File: config.mk
export PLATFORM = sky130hd
export DESIGN_NAME = ptp_rx_snap_queue
export DESIGN_NICKNAME = d
export VERILOG_FILES = /design/src/rtl/ptp_rxq_pkg.sv /design/src/rtl/ptp_rxq_qual.sv /design/src/rtl/ptp_rxq_fifo.sv /design/src/rtl/ptp_rxq_rdmux.sv /design/src/rtl/ptp_rx_snap_queue.sv
export SDC_FILE = /design/constraint.sdc
export NUM_CORES = 2
export LEC_CHECK = 0
export BUFFER_PORTS_ARGS = -buffer_cell sky130_fd_sc_hd__buf_2
export CAP_MARGIN = 30
export CORE_UTILIZATION = 56
export CTS_CLUSTER_DIAMETER = 60
export DETAILED_ROUTE_END_ITERATION = 7
export PLACE_DENSITY = 0.75
export SLEW_MARGIN = 5
export SYNTH_ARGS = -nofsm -noshare
export SYNTH_HDL_FRONTEND = slang
export SYNTH_SLANG_ARGS = --single-unit
File: constraint.sdc
create_clock -name clk -period 19.2 [get_ports clk]
set_input_delay 0.96 -clock clk [delete_from_list [all_inputs] [get_ports clk]]
set_output_delay 0.96 -clock clk [all_outputs]
set_load 0.05 [all_outputs]
File: src/rtl/ptp_rxq_pkg.sv
package ptp_rxq_pkg;

    localparam int TIME_W  = 64;
    localparam int SRC_W   = 80;
    localparam int SEQ_W   = 16;
    localparam int WORD_W  = 16;
    localparam int SEL_W   = 4;

    localparam int TIME_WORDS = TIME_W / WORD_W;
    localparam int SRC_WORDS  = SRC_W / WORD_W;
    localparam int SEQ_WORDS  = SEQ_W / WORD_W;
    localparam int WIN_COUNT  = TIME_WORDS + SRC_WORDS + SEQ_WORDS;

    typedef enum logic [3:0] {
        MSG_SYNC      = 4'h0,
        MSG_DELAY_REQ = 4'h1
    } ptp_msg_e;

    // Record layout: time in the low bits, then the source identity, then the sequence ID.
    typedef struct packed {
        logic [SEQ_W-1:0]  seq;
        logic [SRC_W-1:0]  src;
        logic [TIME_W-1:0] stamp;
    } snap_rec_t;

    localparam int REC_W = $bits(snap_rec_t);

    // Masters time-stamp incoming delay requests; slaves time-stamp incoming syncs.
    function automatic logic event_for_role(logic [3:0] code, logic master);
        return master ? (code == MSG_DELAY_REQ) : (code == MSG_SYNC);
    endfunction

endpackage

File: src/rtl/ptp_rxq_qual.sv
module ptp_rxq_qual
    import ptp_rxq_pkg::*;
(
    input  logic       frame_det,
    input  logic [3:0] msg_type,
    input  logic       role_master,
    output logic       capture_req
);
    always_comb capture_req = frame_det && event_for_role(msg_type, role_master);
endmodule

File: src/rtl/ptp_rxq_fifo.sv
module ptp_rxq_fifo #(
    parameter int DEPTH = 16,
    parameter int WIDTH = 160,
    localparam int PTR_W = (DEPTH > 1) ? $clog2(DEPTH) : 1,
    localparam int CNT_W = $clog2(DEPTH + 1)
) (
    input  logic             clk,
    input  logic             rst,
    input  logic             push_req,
    input  logic             pop,
    input  logic [WIDTH-1:0] wdata,
    output logic [WIDTH-1:0] rdata,
    output logic             accept,
    output logic             empty,
    output logic [CNT_W-1:0] fill
);
    localparam logic [CNT_W-1:0] FULL_CNT = CNT_W'(DEPTH);
    localparam logic [PTR_W-1:0] LAST_PTR = PTR_W'(DEPTH - 1);

    logic [WIDTH-1:0] mem [DEPTH];
    logic [PTR_W-1:0] wr_ptr, rd_ptr;
    logic             full;

    function automatic logic [PTR_W-1:0] bump(logic [PTR_W-1:0] p);
        return (p == LAST_PTR) ? '0 : p + 1'b1;
    endfunction

    always_comb begin
        full   = (fill == FULL_CNT);
        empty  = (fill == '0);
        // A removal in the same cycle frees the slot a full queue needs.
        accept = push_req && (!full || pop);
        rdata  = mem[rd_ptr];
    end

    always_ff @(posedge clk) begin
        if (accept) mem[wr_ptr] <= wdata;
    end

    always_ff @(posedge clk) begin
        if (rst) begin
            wr_ptr <= '0;
            rd_ptr <= '0;
            fill   <= '0;
        end else begin
            if (accept) wr_ptr <= bump(wr_ptr);
            if (pop)    rd_ptr <= bump(rd_ptr);
            case ({accept, pop})
                2'b10:   fill <= fill + 1'b1;
                2'b01:   fill <= fill - 1'b1;
                default: fill <= fill;
            endcase
        end
    end
endmodule

File: src/rtl/ptp_rxq_rdmux.sv
module ptp_rxq_rdmux
    import ptp_rxq_pkg::*;
(
    input  snap_rec_t          head,
    input  logic               valid,
    input  logic [SEL_W-1:0]   sel,
    output logic [WORD_W-1:0]  data
);
    logic [REC_W-1:0]  flat;
    logic [WORD_W-1:0] words [WIN_COUNT];

    assign flat = head;

    for (genvar gi = 0; gi < WIN_COUNT; gi++) begin : g_word
        assign words[gi] = flat[gi*WORD_W +: WORD_W];
    end

    always_comb begin
        data = '0;
        for (int i = 0; i < WIN_COUNT; i++) begin
            if (valid && (int'(sel) == i)) data = words[i];
        end
    end
endmodule

File: src/rtl/ptp_rx_snap_queue.sv
module ptp_rx_snap_queue
    import ptp_rxq_pkg::*;
#(
    parameter int DEPTH = 16,
    localparam int CNT_W = $clog2(DEPTH + 1)
) (
    input  logic                 clk,
    input  logic                 rst,
    input  logic                 frame_det,
    input  logic [3:0]           msg_type,
    input  logic                 role_master,
    input  logic [TIME_W-1:0]    sys_time,
    input  logic [SRC_W-1:0]     src_port_id,
    input  logic [SEQ_W-1:0]     seq_id,
    input  logic                 status_w1c,
    input  logic                 rx_int_en,
    input  logic [SEL_W-1:0]     rd_win,
    output logic                 rx_status,
    output logic                 rx_irq,
    output logic [WORD_W-1:0]    rd_data
);
    logic             capture_req, accept, pop_w, empty_w;
    logic [CNT_W-1:0] fill_w;
    snap_rec_t        new_rec, head_rec;
    logic [REC_W-1:0] head_flat;
    logic             status_q;

    always_comb begin
        new_rec.stamp = sys_time;
        new_rec.src   = src_port_id;
        new_rec.seq   = seq_id;
        head_rec      = snap_rec_t'(head_flat);
    end

    ptp_rxq_qual qual_i (
        .frame_det   (frame_det),
        .msg_type    (msg_type),
        .role_master (role_master),
        .capture_req (capture_req)
    );

    // A write of one only removes a record when there is one to remove.
    assign pop_w = status_w1c && !empty_w;

    ptp_rxq_fifo #(.DEPTH(DEPTH), .WIDTH(REC_W)) fifo_i (
        .clk      (clk),
        .rst      (rst),
        .push_req (capture_req),
        .pop      (pop_w),
        .wdata    (new_rec),
        .rdata    (head_flat),
        .accept   (accept),
        .empty    (empty_w),
        .fill     (fill_w)
    );

    // Status sets on a stored record; a clear takes effect only on the last record.
    always_ff @(posedge clk) begin
        if (rst) begin
            status_q <= 1'b0;
        end else if (accept) begin
            status_q <= 1'b1;
        end else if (pop_w && fill_w == CNT_W'(1)) begin
            status_q <= 1'b0;
        end
    end

    ptp_rxq_rdmux rdmux_i (
        .head  (head_rec),
        .valid (!empty_w),
        .sel   (rd_win),
        .data  (rd_data)
    );

    assign rx_status = status_q;
    assign rx_irq    = status_q && rx_int_en;
endmodule

==> impl_metrics.csv <==
group,metric,value,unit
final_layout,final_core_util,63.42,%
die,die_w,422.2,um
die,initial_utilization,56.62,%
global_routing,grt.overflow.total,0,
routing,final_antenna_net_count,0,
logic_synthesis,syn_area,98860,um^2
clock_tree,worstSkewPairLatency,900,ps
final_layout,multi_input_area,20360,um^2
global_routing,grt_pass1_vias,47926,
clock_tree,cts_max_path_buffers,3,
global_routing,grt_antenna_before_repair,76,
clock_tree,post_cts_resized,0,
worst_setup_path,rr_worst_depth,8,
clock_tree,h-tree-depth,4,
worst_setup_path,cp_max_fo,61,
clock_tree,cts_tree,"yes",
worst_setup_path,cp_slowest_cell,"dfxtp_4",
logic_synthesis,syn_nets,4330,
logic_synthesis,synthTopCellsByArea,"edfxtp_1 (78%), mux4_2 (16%), mux2i_1 (0.71%)",
logic_synthesis,synth_seq_area_share,78.12,%
worst_setup_path,reg2reg_from,"fifo_i.fill[0]",
worst_setup_path,crit_chain,"buf_4 > buf_4 > buf_4 > buf_4 > buf_16 > mux4_2 > mux4_2 > a21oi_1 > a31oi_1 > buf_2",
worst_setup_path,start_kind,"register",
logic_synthesis,synth_top_area_share,77.76,%
clock_tree,cts_buffers,239,
place,numPortBuffers,191,
logic_synthesis,syn_area_per_cell,23.84,um^2
place,gp_congestion,0.7981,
die,dieArea,178200,um^2
worst_setup_path,critPathTopFamily,"buffers and inverters",
clock_tree,clockRootBuffer,"clkbuf_16",
final_layout,n_fill_cell,11027,
clock_tree,ctsHoldBuffers,0,
final_layout,area.growth.synth_to_final,12.00,%
power_and_ir_drop,cellLeakagePower,33.76,nW
routing,vias,47370,
min_path,hold_path_depth,2,
final_layout,drive_above_1_share,29.97,%
final_layout,regArea,77250,um^2
routing,drcViolationCount,0,
die,die_h,422.2,um
final_layout,final_common_cell,"edfxtp_1",
routing,drtIter0Drc,6513,
worst_setup_path,cp_data_required_time,18240,ps
worst_setup_path,r2r_slack,14640,ps
worst_setup_path,arrival,7260,ps
logic_synthesis,synth_edf_count,2560,
power_and_ir_drop,powerDensity,114.8,nW/um^2
logic_synthesis,synth_seq_cells,2578,
sta,drv_slew,0,
logic_synthesis,async_flop_share,0,%
logic_synthesis,synth_flop_cell,"edfxtp_1",
logic_synthesis,yosysTopAreaCell,"edfxtp_1",
logic_synthesis,synth_cell_types,62,
worst_setup_path,crit_top_cell,"buf_4",
min_path,hold_path.class,"primary input to register",
flow_run,drv_cap,0,
sta,setup_viol,0,
routing,routedWlPerCell,34.69,um
die,num_rows,153,
clock_tree,postCtsSetupRepairBufs,0,
clock_tree,cts_sinks,2578,
logic_synthesis,synthesis.instances,4146,
sta,hold_violations,0,
routing,drt-vias-per-instance,6.716,
sta,worst_pin_slew,1060,ps
final_layout,final_nets,4669,
sta,slew_headroom,28.92,%
die,core_region_area,174600,um^2
global_routing,track_usage,27.60,%
final_layout,final_cell_mix,"edfxtp_1 (2560), mux4_2 (717), clkbuf_16 (239)",
routing,wirelength,244700,um
sta,skew,70.41,ps
worst_setup_path,end_kind,"output port",
min_path,worstHoldStart,"rst",
global_routing,grt_pass1_wl,347800,um
logic_synthesis,yosysWarningCount,0,
global_routing,grt_max_degree,144,
worst_setup_path,path_class,"register to output port",
worst_setup_path,max_stage_delay,970,ps
place,hpwl,127900,um
routing,drt_first_pass_iters,6,
sta,fin_crit_sh,42.81,%
clock_tree,clk_transition_reported_paths,60,ps
sta,tns,0,ps
sta,rsz0062_at_grt,"no",
worst_setup_path,worstReg2RegEnd,"fifo_i.mem[14][93]",
power_and_ir_drop,total_power,0.01271,W
min_path,min_to,"fifo_i.fill[0]",
die,pin_count,192,
sta,fin_crit,8220,ps
power_and_ir_drop,ir_worst_vdd,0.1113,mV
outcome,outcome,"completed",
worst_setup_path,path_buf_inv,6,
sta,max_freq,121.6,MHz
synth_stat cells, types with 25 or more instances:
library cell	instances
nor2_1	57
nor3_1	31
edfxtp_1	2560
mux4_2	717
buf_6	27
nand2_1	124
buf_2	74
nand3_1	28
o21ai_0	25
clkbuf_1	46
mux2i_1	70
buf_4	44
a21oi_1	43
a211oi_1	25
through the flow:
stage / hold slack, ps / setup WS (ps) / std cells / instance area, um^2
after CTS: 378.8 / 10720 / 7012 / 110500
after detailed placement: 496.0 / 11670 / 6562 / 102700
after floorplan: 472.4 / 1283 / 4146 / 98860
final: 419.6 / 10980 / 7053 / 110700
after global routing: 413.9 / 10810 / 7033 / 110700
after global placement: 487.1 / 11330 / 6548 / 102500
metal layers:
metal / GRT usage, % / up-vias / share of wire [%]
met5: 0 / - / 0.10
met4: 10.12 / 38 / 4.1
met3: 5.871 / 515 / 10
met2: 44.59 / 2885 / 49
met1: 37.53 / 25321 / 36
li1: - / 18611 / -
final cells by class:
cell class	count	share of cell area, %
inverter	15	0.05763
antenna	34	0.07684
timing repair buffer	316	2.069
clock buffer	295	5.619
tap	2325	2.627
sequential	2578	69.77
multi-input combinational	1335	18.38
clock inverter	155	1.398
state kept, by name, indices dropped and copies added (netlist names), named ones only:
| signal | cells |
|---|---|
| fifo_i.rd_ptr | 4 |
| fifo_i.mem | 2560 |
| fifo_i.wr_ptr | 4 |
| fifo_i.fill | 5 |
| rx_status | 1 |
worst max-delay path by stage:
stage | end | from | slack (ps) | depth (start not counted)
floorplan | fifo_i.mem[0][0] | msg_type[1] | 1280 | 3
global placement | rd_data[0] | register | 11330 | 9
detailed placement | rd_data[0] | register | 11670 | 11
CTS | rd_data[0] | register | 10720 | 11
global route | rd_data[3] | register | 10810 | 10
finish | rd_data[3] | register | 10980 | 10
logic make-up (layout without fill, tap and decap cells):
logic type,count (synthesis),in the layout,share of synthesized area (%)
flops,2578,2578,78.12
other cells,0,34,0
compound gates,197,197,1.325
fa+ha+maj,10,10,0.1266
mux,808,808,17.48
simple gates,313,313,1.476
xor+xnor,7,7,0.06202
buf+inv,233,781,1.406
power breakdown:
group	switching [W]	total [W]	internal [W]	leakage [nW]
registers	0.0000334	0.00623	0.00619	23.2
clock network	0.00209	0.00465	0.00256	3.76
logic	0.000915	0.00183	0.000914	6.85
total	0.00304	0.0127	0.00967	33.8
Note: power is estimated with default switching activity, not from simulation.
